[src/rtl/tet_pkg.sv]
package tet_pkg;
  localparam int TEMP_W = 8;
  typedef logic signed [TEMP_W-1:0] temp_t;

  function automatic logic temp_above(input temp_t v, input temp_t lim);
    return v > lim;
  endfunction

  function automatic logic temp_below(input temp_t v, input temp_t lim);
    return v < lim;
  endfunction
endpackage

[src/rtl/tet_limits.sv]
module tet_limits
  import tet_pkg::*;
#(
  parameter int    NUM_CH = 2,
  parameter int    SEL_W  = 1,
  parameter temp_t RST_HI = 8'sd127,
  parameter temp_t RST_LO = -8'sd128
)(
  input  logic             clk,
  input  logic             rst_n,
  input  logic             wr_i,
  input  logic [SEL_W-1:0] sel_i,
  input  logic             is_hi_i,
  input  temp_t            data_i,
  output temp_t            hi_o    [NUM_CH],
  output temp_t            lo_o    [NUM_CH],
  output logic             hit_hi_o[NUM_CH],
  output logic             hit_lo_o[NUM_CH]
);
  for (genvar c = 0; c < NUM_CH; c++) begin : g_ch
    temp_t hi_q, lo_q;
    logic  sel_c;
    assign sel_c       = wr_i && (sel_i == SEL_W'(c));
    assign hit_hi_o[c] = sel_c && is_hi_i;
    assign hit_lo_o[c] = sel_c && !is_hi_i;

    always_ff @(posedge clk) begin
      if (!rst_n) begin
        hi_q <= RST_HI;
        lo_q <= RST_LO;
      end else begin
        if (hit_hi_o[c]) hi_q <= data_i;
        if (hit_lo_o[c]) lo_q <= data_i;
      end
    end
    assign hi_o[c] = hi_q;
    assign lo_o[c] = lo_q;

    a_r11_hi_lands: assert property (@(posedge clk) disable iff (!rst_n)
      (wr_i && sel_i == SEL_W'(c) && is_hi_i) |=> hi_q == $past(data_i));
    a_r11_lo_lands: assert property (@(posedge clk) disable iff (!rst_n)
      (wr_i && sel_i == SEL_W'(c) && !is_hi_i) |=> lo_q == $past(data_i));
  end
endmodule

[src/rtl/tet_chan.sv]
module tet_chan
  import tet_pkg::*;
(
  input  logic       clk,
  input  logic       rst_n,
  input  logic       conv_i,
  input  temp_t      temp_i,
  input  temp_t      hi_i,
  input  temp_t      lo_i,
  input  logic [1:0] mask_i,     // [0] high, [1] low
  input  logic       wr_hi_i,
  input  logic       wr_lo_i,
  input  logic       ext_arm_i,
  input  logic       clr_i,
  output logic [1:0] sts_o,      // [0] high, [1] low
  output logic       fire_o
);
  logic armed_q, rec_hi_q, sts_hi_q, sts_lo_q;
  logic over_w, under_w, fire_hi_w, fire_lo_w, rearm_w;

  assign over_w  = temp_above(temp_i, hi_i);
  assign under_w = temp_below(temp_i, lo_i);

  // allowed when armed, or when crossing the limit opposite the record
  assign fire_hi_w = conv_i && over_w  && !mask_i[0] && (armed_q || !rec_hi_q);
  assign fire_lo_w = conv_i && under_w && !mask_i[1] && (armed_q ||  rec_hi_q);
  assign fire_o    = fire_hi_w || fire_lo_w;

  assign rearm_w = ext_arm_i || (wr_hi_i && rec_hi_q) || (wr_lo_i && !rec_hi_q);

  always_ff @(posedge clk) begin
    if (!rst_n) begin
      armed_q  <= 1'b1;
      rec_hi_q <= 1'b0;
      sts_hi_q <= 1'b0;
      sts_lo_q <= 1'b0;
    end else begin
      if (fire_o)       armed_q <= 1'b0;
      else if (rearm_w) armed_q <= 1'b1;

      if (fire_hi_w)      rec_hi_q <= 1'b1;
      else if (fire_lo_w) rec_hi_q <= 1'b0;

      if (conv_i && over_w)  sts_hi_q <= 1'b1;
      else if (clr_i)        sts_hi_q <= 1'b0;
      if (conv_i && under_w) sts_lo_q <= 1'b1;
      else if (clr_i)        sts_lo_q <= 1'b0;
    end
  end
  assign sts_o = {sts_lo_q, sts_hi_q};

  a_r4_disarm_after_fire: assert property (@(posedge clk) disable iff (!rst_n)
    fire_o |=> !armed_q);
  a_r1_hi_sets_status: assert property (@(posedge clk) disable iff (!rst_n)
    (conv_i && over_w) |=> sts_hi_q);
  a_r2_lo_sets_status: assert property (@(posedge clk) disable iff (!rst_n)
    (conv_i && under_w) |=> sts_lo_q);
  a_r8_masked_quiet: assert property (@(posedge clk) disable iff (!rst_n)
    (mask_i == 2'b11) |-> !fire_o);
  a_r8_masked_keeps_arm: assert property (@(posedge clk) disable iff (!rst_n)
    (armed_q && mask_i == 2'b11) |=> armed_q);
  a_r9_set_beats_clear: assert property (@(posedge clk) disable iff (!rst_n)
    (clr_i && conv_i && over_w) |=> sts_hi_q);
endmodule

[src/rtl/tet_tracker.sv]
module tet_tracker
  import tet_pkg::*;
#(
  parameter int    NUM_CH = 2,
  parameter temp_t RST_HI = 8'sd127,
  parameter temp_t RST_LO = -8'sd128,
  localparam int   SEL_W  = (NUM_CH > 1) ? $clog2(NUM_CH) : 1,
  localparam int   STS_W  = 2 * NUM_CH
)(
  input  logic                       clk,
  input  logic                       rst_n,
  input  logic                       conv_done_i,
  input  logic [NUM_CH*TEMP_W-1:0]   temp_i,
  input  logic                       lim_wr_i,
  input  logic [SEL_W-1:0]           lim_sel_i,
  input  logic                       lim_is_hi_i,
  input  logic [TEMP_W-1:0]          lim_data_i,
  input  logic                       sts_rd_i,
  input  logic                       other_irq_i,
  input  logic [STS_W-1:0]           mask_i,
  output logic [STS_W-1:0]           sts_o,
  output logic                       irq_o
);
  temp_t hi_w[NUM_CH], lo_w[NUM_CH];
  logic  wr_hi_w[NUM_CH], wr_lo_w[NUM_CH];
  logic [NUM_CH-1:0] fire_w;
  logic  any_fire_w, irq_q;

  tet_limits #(.NUM_CH(NUM_CH), .SEL_W(SEL_W), .RST_HI(RST_HI), .RST_LO(RST_LO)) lim_i (
    .clk(clk), .rst_n(rst_n), .wr_i(lim_wr_i), .sel_i(lim_sel_i),
    .is_hi_i(lim_is_hi_i), .data_i(temp_t'(lim_data_i)),
    .hi_o(hi_w), .lo_o(lo_w), .hit_hi_o(wr_hi_w), .hit_lo_o(wr_lo_w)
  );

  for (genvar c = 0; c < NUM_CH; c++) begin : g_ch
    logic sib_fire_w;
    assign sib_fire_w = |(fire_w & ~(NUM_CH'(1) << c));
    tet_chan ch_i (
      .clk(clk), .rst_n(rst_n), .conv_i(conv_done_i),
      .temp_i(temp_t'(temp_i[c*TEMP_W +: TEMP_W])),
      .hi_i(hi_w[c]), .lo_i(lo_w[c]), .mask_i(mask_i[2*c +: 2]),
      .wr_hi_i(wr_hi_w[c]), .wr_lo_i(wr_lo_w[c]),
      .ext_arm_i(other_irq_i || sib_fire_w), .clr_i(sts_rd_i),
      .sts_o(sts_o[2*c +: 2]), .fire_o(fire_w[c])
    );
  end

  assign any_fire_w = |fire_w;

  always_ff @(posedge clk) begin
    if (!rst_n)          irq_q <= 1'b0;
    else if (any_fire_w) irq_q <= 1'b1;
    else if (sts_rd_i)   irq_q <= 1'b0;
  end
  assign irq_o = irq_q;

  a_r3_read_clears: assert property (@(posedge clk) disable iff (!rst_n)
    (sts_rd_i && !conv_done_i) |=> (sts_o == '0 && !irq_o));
  a_r4_irq_from_fire: assert property (@(posedge clk) disable iff (!rst_n)
    $rose(irq_o) |-> $past(any_fire_w));
  a_r1_fire_needs_conv: assert property (@(posedge clk) disable iff (!rst_n)
    any_fire_w |-> conv_done_i);
  a_r9_fire_beats_read: assert property (@(posedge clk) disable iff (!rst_n)
    (any_fire_w && sts_rd_i) |=> irq_o);
endmodule

[config.mk]
export PLATFORM = sky130hd
export DESIGN_NAME = tet_tracker
export DESIGN_NICKNAME = d
export VERILOG_FILES = /design/src/rtl/tet_pkg.sv /design/src/rtl/tet_limits.sv /design/src/rtl/tet_chan.sv /design/src/rtl/tet_tracker.sv
export SDC_FILE = /design/constraint.sdc
export NUM_CORES = 1
export LEC_CHECK = 0
export ABC_AREA = 1
export BUFFER_PORTS_ARGS = -buffer_cell sky130_fd_sc_hd__buf_2
export CORE_ASPECT_RATIO = 0.75
export CORE_UTILIZATION = 55
export CTS_BUF_LIST = sky130_fd_sc_hd__clkbuf_16
export DETAILED_ROUTE_END_ITERATION = 8
export GPL_ROUTABILITY_DRIVEN = 0
export GPL_TIMING_DRIVEN = 0
export HOLD_SLACK_MARGIN = 0.12
export PLACE_DENSITY_LB_ADDON = 0.15
export SLEW_MARGIN = 20
export SYNTH_ARGS = -nofsm -noshare
export SYNTH_HDL_FRONTEND = slang
export SYNTH_SLANG_ARGS = --single-unit
[constraint.sdc]
create_clock -name clk -period 2.7 [get_ports clk]
set_input_delay 0.135 -clock clk [delete_from_list [all_inputs] [get_ports clk]]
set_output_delay 0.135 -clock clk [all_outputs]
set_load 0.05 [all_outputs]
# Yosys cells after proc, flatten, opt, wreduce, memory -nomap -nowiden
# Cells that the tools add are included.
# classes
add_sub_neg	0
n_mul	0
n_div	0
n_lt_le_gt_ge	4
n_eq_ne	0
n_shift	0
muxes	14
bitwise_logic	1
reduce_logical	51
# ops
op	count
$logic_and 1x1->1	22
$reduce_bool 2->1	9
$gt 8x8->1	2
$lt 8x8->1	2
$mux 1	14
$logic_or 1x1->1	12
$logic_not 1->1	7
$reduce_or 2->1	1
$not 1->1	1
# word_totals
regBits	41
latch_bits	0
ram_bits	0
mem_bits_ro	0
input_bits	36
out_inout_bits	5
memories	0

# Longest topological paths before layout
# Gate-level depths: netlist of run 1.
# depth
depth_word	10
ltp_mapped	15
depth_no_buf	15

# Modules after synthesis
# From an unflattened synthesis of run 1, not the netlist that was laid out.
# hier_totals
hier_cells	385
hier_area_um2	2651.3
# modules_own_cells
mod	instances	cells_per_inst	area_each_um2	seq_area_each_um2
tet_limits	1	177	1320.0	640.6
tet_chan	2	100	639.4	80.1
tet_tracker	1	8	52.6	20.0

# Least setup slack after synthesis of run 1
# No wires, ideal clock.
# synth_timing
path_type	register to register
start	register lim_i.g_ch[1].lo_q[5]
end	register irq_q, in the netlist irq_o
setup_ns	0.116
arrival_ns	1.363
setup_slack_ns	1.221
stages_incl_launch_ff	11
path_buffers	0
period_less_slack_ns	1.479
cell_sequence	dfxtp_1 inv_1 ha_1 a21oi_1 nor2_1 nor3_2 nand3b_1 nand4_1 nand2_1 nor2_1 nor2_2
# synth_between
elab_chain_len	7
word_cells_on_any_way	8
cone_classes	order compare (1); mux (1); reduce/logical (6)
# synth_lines
element	line	source
from (decl)	tet_limits.sv:21	temp_t hi_q, lo_q;
from (signal assigned)	tet_limits.sv:33	if (hit_lo_o[c]) lo_q <= data_i;
$lt 8x8->1 *	tet_pkg.sv:10	return v < lim;
$logic_and 1x1->1 * (3 in a row)	tet_chan.sv:26	assign fire_lo_w = conv_i && under_w && !mask_i[1] && (armed_q || rec_hi_q);
$logic_or 1x1->1 *	tet_chan.sv:27	assign fire_o = fire_hi_w || fire_lo_w;
$reduce_or 2->1 *	tet_tracker.sv:48	assign any_fire_w = |fire_w;
$mux 1 or $reduce_bool 2->1 (tied branches)	-	
to (signal assigned)	tet_tracker.sv:51	if (!rst_n) irq_q <= 1'b0;
to (signal assigned)	tet_tracker.sv:52	else if (any_fire_w) irq_q <= 1'b1;
to (signal assigned)	tet_tracker.sv:53	else if (sts_rd_i) irq_q <= 1'b0;
to (decl)	tet_tracker.sv:27	logic any_fire_w, irq_q;
# Every way passes the cells marked *; elsewhere a longest branch is shown, timed or not.
# A chain may end at the register's enable or synchronous reset.

# Final worst setup path of run 1
# layout_timing
start	register lim_i.g_ch[1].lo_q[5]
end	register g_ch[1].ch_i.armed_q
# layout_between
elab_chain_len	6
word_cells_on_any_way	7
cone_classes	order compare (1); mux (1); reduce/logical (5)
# layout_lines
element	line	source
$lt 8x8->1 *	tet_pkg.sv:10	
$logic_and 1x1->1 * (3 in a row)	tet_chan.sv:26	
$logic_or 1x1->1 *	tet_chan.sv:27	
$mux 1 or $reduce_bool 2->1 (tied branches)	-	
to (signal assigned)	tet_chan.sv:33	armed_q <= 1'b1;
to (signal assigned)	tet_chan.sv:38	if (fire_o) armed_q <= 1'b0;
to (signal assigned)	tet_chan.sv:39	else if (rearm_w) armed_q <= 1'b1;
to (decl)	tet_chan.sv:18	logic armed_q, rec_hi_q, sts_hi_q, sts_lo_q;
# Marked as above.

==> results of run 1 <==
[where the power goes]
group	leakage (nW)	internal, W	switching [W]
clock network	0.0775	0.000433	0.000245
registers	0.337	0.000642	0.0000137
logic	1.09	0.000120	0.000195
total	1.51	0.00120	0.000454
[layer usage]
| metal | share of wire | global-route usage | vias to the layer above |
|---|---|---|---|
| li1 | - | - | 1163 |
| met4 | 0.011 | 0.0794 | 0 |
| met2 | 0.41 | 0.414 | 55 |
| met1 | 0.52 | 0.359 | 967 |
| met5 | 0 | 0 | - |
| met3 | 0.058 | 0.0554 | 6 |
[synthesized netlist by cell type]
| cell type | count | area, µm² |
|---|---|---|
| nand2_1 | 68 | 255 |
| nor3_1 | 1 | 5.00 |
| clkbuf_1 | 2 | 7.51 |
| nand4_1 | 3 | 18.8 |
| nand3b_1 | 2 | 15.0 |
| o21a_1 | 2 | 15.0 |
| dfxtp_1 | 41 | 821 |
| buf_4 | 4 | 30.0 |
| inv_2 | 3 | 11.3 |
| nor2_2 | 1 | 6.26 |
| o21ai_0 | 23 | 115 |
| nor2_1 | 25 | 93.8 |
| inv_1 | 55 | 206 |
| o21bai_1 | 1 | 7.51 |
| nand3_2 | 1 | 10.0 |
| nor3_2 | 2 | 20.0 |
| o211ai_1 | 7 | 52.6 |
| buf_2 | 6 | 30.0 |
| nand4_2 | 1 | 12.5 |
| a21oi_1 | 38 | 190 |
| ha_1 | 30 | 375 |
| o21ai_1 | 1 | 5.00 |
| nand2_2 | 1 | 6.26 |
| a41oi_1 | 1 | 8.76 |
| nand3_1 | 10 | 50.1 |
| nand3_4 | 1 | 17.5 |
[layout make-up]
type / instances / area (µm²)
Clock buffer: 5 / 125
Inverter: 58 / 218
Clock inverter: 3 / 41.3
Tap cell: 55 / 68.8
Buffer: 12 / 67.6
Multi-Input combinational cell: 219 / 1280
Fill cell: 363 / 1260
Sequential cell: 41 / 821
Timing Repair Buffer: 42 / 225
[final timing paths]
check / slack [ns] / end / cells after the start
worst max-delay path: 1.02 / g_ch[1].ch_i.armed_q$_SDFFE_PN1P_ / 12
worst min-delay path: 0.13 / lim_i.g_ch[1].hi_q[3]$_SDFFE_PN1P_ / 3
worst max register to register: 1.02 / g_ch[1].ch_i.armed_q$_SDFFE_PN1P_ / 12
worst min register to register: 0.46 / lim_i.g_ch[1].lo_q[3]$_SDFFE_PN0P_ / 2
[worst max-delay path, stage by stage, from the launching register on]
cell     delay, ns
dfxtp_1       0.31
inv_1         0.07
ha_1          0.30
a21oi_1       0.15
nor2_1        0.06
nor3_2        0.13
nand2_1       0.08
nand2_1       0.07
nand4_1       0.14
nand2_1       0.11
inv_1         0.04
nand2_1       0.04
nand2_1       0.04
[flip-flops by register name (all words and copies together) (netlist names)]
name / flops
g_ch.ch_i.sts_lo_q: 2
lim_i.g_ch.lo_q: 16
g_ch.ch_i.sts_hi_q: 2
lim_i.g_ch.hi_q: 16
irq_o: 1
g_ch.ch_i.rec_hi_q: 2
g_ch.ch_i.armed_q: 2
[cells by family (layout without fill, tap and decap cells)]
group / after synthesis / in the layout / synth area share
and+or+nand+nor: 116 / 116 / 0.214
AOI/OAI and AO/OA: 73 / 73 / 0.165
DFF: 41 / 41 / 0.344
adders and majority gates: 30 / 30 / 0.157
buffers and inverters: 70 / 120 / 0.120
[per-stage QoR]
stage                     instance area (µm²)  power, W
final                                    2850   0.00165
after global routing                     2850   0.00172
after CTS                                2850   0.00166
after detailed placement                 2650  0.000977
after global placement                   2650  0.000968
after floorplan                          2390  0.000884
[timing repair]
item / 4_1_cts / 5_1_grt
hold endpoints to repair: 5 / 0
hold buffers: 3 / 0
gates resized for setup: 0 / 0
==> impl_metrics.yaml, run 1 <==
outcome:
  status: "finished clean"
route:
  drtIter0Drc: 182
  ant_nets: 0
  vias_per_cell: 5.04
  drt_pass1_iterations: 4
  drcViolationCount: 0
  drt-wirelength-per-cell_um: 12.7
  wl_mm: 5.53
  vias: 2191
floorplan:
  dieArea_mm2: 0.00461
  core-area_mm2: 0.00410
  start_util: 0.581
  die_h_um: 59.0
  ios: 41
  num_rows: 20
  die_x_um: 78.1
cts:
  root_buffer: "clkbuf_16"
  cts_tree: "yes"
  clk_pin_slew_ns: 0.06
  htreeDepth: 2
  post-cts-setup-buffer-count: 0
  cts_buffer_depth: 2
  clkSinkCount: 41
  cts_made_buffers: 5
  clkLatencyLatePin_ns: 0.29
cells_and_area:
  utilization: 0.694
  final_common_cell: "nand2_1"
  num-nets-final: 445
  drive_gt1_frac: 0.174
  layout_common_cells: "68 x nand2_1, 55 x inv_1, 45 x buf_2"
  areaGrowthSynthToFinish_pct: 19.3
  insertedDiodeCount: 0
  layout.cells.non_filler: 435
timing:
  final-hold-violation-count: 0
  skew_ns: 0.00737
  grt_setup_unrepaired: "false"
  fmax_mhz: 596
  setup_viol: 0
  maxSlewViolCount: 0
  slew_headroom: 0.660
  timing.hold.ws_ns: 0.131
  setup_tns_ns: 0
  timing.final.crit_share: 0.622
  tightest_slew_ns: 0.510
  setup_ws_ns: 1.02
  min_period_ns: 1.68
place:
  place_inst: 424
  dp.final_hpwl_mm: 4.24
  portBuffers: 39
  pre_cts_ws_ns: 1.04
global_routing:
  grt.overflow.total: 0
  grtUsageTotal: 0.261
  grt_pass1_vias: 1951
  antenna_found_initial: 0
  grt_max_degree: 14
  grt_pass1_wl_mm: 8.97
yosys:
  synthDistinctLibCells: 26
  syn_area_mm2: 0.00239
  ys_seq_elements: 41
  syn_nets: 396
  yosysWarnings: 0
  yosysSeqAreaShare: 0.344
  synthCells: 330
  syn_avg_cell_area_um2: 7.23
pwr:
  ir_drop_v: 0.000413
  p_leak_nw: 1.51
  p_per_area_mw_per_mm2: 580
setup_path:
  endpoint_kind: "flop"
  crit_type: "flop to flop"
  cp.arrival_ns: 1.83
  startpoint_type: "flop"
  r2r_start: "lim_i.g_ch[1].lo_q[5]$_SDFFE_PN0P_"
  path_max_fanout: 3
  worstSetupStartpoint: "lim_i.g_ch[1].lo_q[5]$_SDFFE_PN0P_"
  required_ns: 2.85
run:
  drv_cap: 0
min_path:
  min_from: "lim_data_i[3]"
  hold_path_class: "input port to flop"
No activity file was read; power rests on OpenSTA's default activity.
==> run 2: changes to the inputs <==
Settings changed: CORE_UTILIZATION 55 to 50.
Clock period 2.7 ns to 1.5 ns, I/O delays scaled along.
==> impl_metrics.yaml, run 2 (synthesized netlist as in run 1, its figures left out) <==
global_routing:
  antenna_found_initial: 0
  grt_max_degree: 13
  grt.overflow.total: 0
  grtUsageTotal: 0.261
  grt_pass1_wl_mm: 9.59
  grt_pass1_vias: 2079
route:
  wl_mm: 6.18
  vias_per_cell: 5.08
  drtIter0Drc: 104
  drcViolationCount: 0
  ant_nets: 0
  drt-wirelength-per-cell_um: 13.8
  vias: 2272
  drt_pass1_iterations: 4
setup_path:
  path_cells: "inv_1 > ha_2 > a21oi_2 > nor2_1 > nor3_2 > nand2_1 > nand2_1 > nand4_1 > nand2_1 > inv_1 > nand2_1 > nand2_1"
  required_ns: 1.65
  crit_path_frequent_cell: "nand2_1"
  crit_slowest_cell: "dfxtp_2"
  cp_slowest_stage_delay_ns: 0.31
  startpoint_type: "flop"
  path_max_fanout: 3
  crit_type: "flop to flop"
  cp.arrival_ns: 1.82
  endpoint_kind: "flop"
timing:
  tightest_slew_ns: 0.561
  final-hold-violation-count: 0
  fmax_mhz: 600
  setup_viol: 4
  skew_ns: 0.00526
  timing.final.crit_share: 1.11
  maxSlewViolCount: 0
  grt_setup_unrepaired: "true"
  slew_headroom: 0.626
  timing.hold.ws_ns: 0.129
  setup_ws_ns: -0.165
  min_period_ns: 1.67
floorplan:
  dieArea_mm2: 0.00506
  die_h_um: 61.8
  core-area_mm2: 0.00452
  ios: 41
  num_rows: 21
  start_util: 0.528
  die_x_um: 81.8
pwr:
  sw_frac_of_total: 0.297
  p_comb_frac: 0.241
  intPower_w: 0.00205
  p_leak_nw: 1.52
  seq_power_share: 0.407
  ir_drop_v: 0.000677
  p_clk_frac: 0.352
  net-switching-power_w: 0.000866
  p_per_area_mw_per_mm2: 917
cells_and_area:
  drive_gt1_frac: 0.321
  layout_common_cells: "60 x nand2_1, 45 x buf_2, 43 x inv_1"
  areaGrowthSynthToFinish_pct: 33.4
  insertedDiodeCount: 0
  layout.cells.non_filler: 447
  num-nets-final: 455
  top_regs: "lim_i.g_ch.hi_q (16), lim_i.g_ch.lo_q (16)"
  final_common_cell: "nand2_1"
run:
  drv_cap: 0
place:
  dp.final_hpwl_mm: 4.28
  place_inst: 426
  portBuffers: 39
cts:
  clk_pin_slew_ns: 0.06
  cts_tree: "yes"
  cts_made_buffers: 5
  root_buffer: "clkbuf_16"
  clkLatencyLatePin_ns: 0.28
  cts_buffer_depth: 2
  clkSinkCount: 41
  htreeDepth: 2
outcome:
  failed_checks: "setup timing"
  status: "complete, but fails checks"
min_path:
  hold_path_class: "input port to flop"
-- run 2: changes by cell type in the layout (fill, tap and decap cells not counted), sizes merged --
cell	delta
bufinv	-1
clkinv	+2
dlygate4sd3	+7
clkinvlp	-1
buf	+3
-- run 2: power by group through the flow --
stage | logic, W | clock network [W] | registers [W]
after floorplan | 0.000380 | 0 | 0.00121
after global placement | 0.000543 | 0 | 0.00120
after detailed placement | 0.000556 | 0 | 0.00120
after CTS | 0.000644 | 0.00103 | 0.00118
after global routing | 0.000783 | 0.00108 | 0.00119
final | 0.000702 | 0.00103 | 0.00119
-- run 2: final cells by class --
class	instances	area, µm²
flip-flops and latches	41	832
inverters	58	218
clock inverters	3	12.5
plain buffers	12	67.6
well taps	57	71.3
repair buffers	52	318
clock buffers	5	125
multi-input cells	219	1540
fillers	390	1340
-- run 2: path summary, 6_finish.rpt --
kind	startpoint	endpoint	slack, ns	cells after the start
max	lim_i.g_ch[1].lo_q[4]$_SDFFE_PN0P_	g_ch[1].ch_i.armed_q$_SDFFE_PN1P_	-0.17	12
min	sts_rd_i	g_ch[0].ch_i.sts_lo_q$_SDFFE_PN0P_	0.13	4
max reg2reg	lim_i.g_ch[1].lo_q[4]$_SDFFE_PN0P_	g_ch[1].ch_i.armed_q$_SDFFE_PN1P_	-0.17	12
min reg2reg	lim_i.g_ch[0].lo_q[1]$_SDFFE_PN0P_	lim_i.g_ch[0].lo_q[1]$_SDFFE_PN0P_	0.46	2
-- run 2: through the flow --
step           total power, W  setup TNS, ns  instance area [µm²]   util  setup WS, ns
2_1_floorplan         0.00159              0                 2390      -        0.0213
3_3_place_gp          0.00175         -0.449                 2650  0.587        -0.157
3_5_place_dp          0.00176         -0.482                 2650  0.587        -0.155
4_1_cts               0.00286         -0.274                 3070  0.680       -0.0943
5_1_grt               0.00306          -1.21                 3180  0.704        -0.305
6_report              0.00292         -0.464                 3180  0.704        -0.165
-- run 2: worst max-delay path: cells and delay by family (launching register included) --
family	cells	cell delay [ns]
flip-flops	1	0.31
AO/OA/AOI/OAI	1	0.15
AND/OR/NAND/NOR	8	0.77
buffers and inverters	2	0.12
adder cells (fa/ha/maj)	1	0.18
-- run 2: layer usage --
layer,wire length (µm),part of all wire,vias to the layer above,GRT usage
li1,-,-,1184,-
met3,313,0.051,6,0.0569
met2,2780,0.45,51,0.438
met5,0,0,-,0
met1,3020,0.49,1031,0.337
met4,58,0.0094,0,0.0852
-- run 2: what timing repair did --
| item | CTS | global route |
|---|---|---|
| endpoints found under the setup margin | 5 | 9 |
| buffers inserted | 2 | 1 |
| gates resized for setup | 29 | 29 |
| pin swaps | 10 | 15 |
| hold buffers | 10 | 0 |
| hold endpoints to repair | 21 | 0 |
==> run 3: changes to the inputs <==
Settings changed: CORE_UTILIZATION 50 to 55.
Clock period 1.5 ns to 1.7 ns, I/O delays scaled along.
==> impl_metrics.yaml, run 3 (synthesized netlist as in run 1, its figures left out) <==
setup_path:
  cp.arrival_ns: 1.80
  startpoint_type: "flop"
  path_max_fanout: 4
  reg2regPathDepth: 11
  crit_type: "flop to flop"
  required_ns: 1.87
  endpoint_kind: "flop"
cts:
  clkSinkCount: 41
  clk_pin_slew_ns: 0.06
  htreeDepth: 2
  cts_tree: "yes"
  cts_made_buffers: 5
  root_buffer: "clkbuf_16"
  cts_buffer_depth: 2
  clkLatencyLatePin_ns: 0.29
timing:
  tightest_slew_ns: 0.500
  final-hold-violation-count: 0
  setup_tns_ns: 0
  fmax_mhz: 615
  slew_headroom: 0.666
  setup_viol: 0
  min_period_ns: 1.63
  maxSlewViolCount: 0
  skew_ns: 0.00701
  grt_setup_unrepaired: "true"
  timing.final.crit_share: 0.957
pwr:
  net-switching-power_w: 0.000756
  intPower_w: 0.00195
  p_leak_nw: 1.51
  p_comb_frac: 0.215
  p_clk_frac: 0.398
  p_per_area_mw_per_mm2: 870
  power_w: 0.00270
  ir_drop_v: 0.000661
  seq_power_share: 0.387
  sw_frac_of_total: 0.280
global_routing:
  grt_pass1_vias: 1994
  grt.overflow.total: 0
  antenna_found_initial: 0
  grt_max_degree: 14
  grt_pass1_wl_mm: 9.11
  grtUsageTotal: 0.265
cells_and_area:
  areaGrowthSynthToFinish_pct: 30.2
  insertedDiodeCount: 0
  layout_common_cells: "61 x nand2_1, 45 x inv_1, 45 x buf_2"
  num-nets-final: 452
  top_regs: "lim_i.g_ch.hi_q (16), lim_i.g_ch.lo_q (16)"
  drive_gt1_frac: 0.276
  final_common_cell: "nand2_1"
min_path:
  hold_depth: 5
  hold_path_class: "input port to flop"
run:
  drv_cap: 0
floorplan:
  dieArea_mm2: 0.00461
  num_rows: 20
  ios: 41
  die_h_um: 59.0
  die_x_um: 78.1
  start_util: 0.581
  core-area_mm2: 0.00410
place:
  portBuffers: 39
  dp.final_hpwl_mm: 4.24
route:
  drt_pass1_iterations: 4
  drtIter0Drc: 153
  vias: 2234
  drcViolationCount: 0
  drt-wirelength-per-cell_um: 13.2
  ant_nets: 0
  wl_mm: 5.85
  vias_per_cell: 5.05
outcome:
  status: "finished clean"
## run 3: cell types whose count changed in the layout (fill, tap and decap cells not counted), moves of 3 or more
cell	previous run	this run
a21oi_1	30	34
a21oi_2	8	4
dfxtp_1	32	35
dfxtp_2	9	6
ha_1	15	18
ha_4	14	11
## run 3: worst paths after layout
check,slack [ns],start,end
min,0.13,other_irq_i,g_ch[1].ch_i.armed_q$_SDFFE_PN1P_
max reg2reg,0.07,lim_i.g_ch[0].hi_q[5]$_SDFFE_PN1P_,irq_o$_SDFFE_PN0P_
max,0.07,lim_i.g_ch[0].hi_q[5]$_SDFFE_PN1P_,irq_o$_SDFFE_PN0P_
min reg2reg,0.46,lim_i.g_ch[0].lo_q[2]$_SDFFE_PN0P_,lim_i.g_ch[0].lo_q[2]$_SDFFE_PN0P_
## run 3: power groups by stage
stage,clock network (W),registers [W],logic [W]
after global placement,0,0.00106,0.000476
after floorplan,0,0.00107,0.000335
after CTS,0.00109,0.00104,0.000511
after global routing,0.00113,0.00105,0.000648
after detailed placement,0,0.00106,0.000490
final,0.00108,0.00104,0.000581
## run 3: through the flow
step	cells	utilization	hold WS [ns]	worst slack, ns	area [µm²]
after detailed placement	424	0.646	0.357	0.0444	2650
after global routing	442	0.757	0.136	-0.0525	3110
after CTS	441	0.708	0.123	0.0258	2910
after floorplan	330	-	0.198	0.221	2390
after global placement	424	0.646	0.352	0.0832	2650
final	442	0.757	0.129	0.0736	3110
## run 3: cell type report
type | count | area [µm²]
sequential | 41 | 828
timing repair buffer | 49 | 293
clock inverter | 3 | 41.3
multi-input combinational | 219 | 1460
inverter | 58 | 218
buffer | 12 | 67.6
fill | 313 | 998
tap | 55 | 68.8
clock buffer | 5 | 125
## run 3: critical path, cell delays in order, from the launching register on
cell and delay (ns):
dfxtp_1 0.31, inv_1 0.06, ha_1 0.30, a21oi_1 0.15, o21a_1 0.14, nand2_1 0.06
nand2_1 0.07, nand2_2 0.08, nand3_4 0.09, nand3_2 0.08, nor2_1 0.13, nor2_2 0.04
## run 3: timing repair
action	in CTS	in global routing
gates resized for setup	0	41
setup endpoints to repair	0	5
hold buffers	9	0
endpoints found under the hold margin	21	0
setup buffers	0	1
## run 3: routing by layer
layer | GRT usage | vias to the layer above | part of all wire
met5 | 0 | - | 0
met4 | 0.101 | 0 | 0.021
met3 | 0.0538 | 14 | 0.045
met2 | 0.419 | 53 | 0.43
met1 | 0.361 | 988 | 0.50
li1 | - | 1179 | -
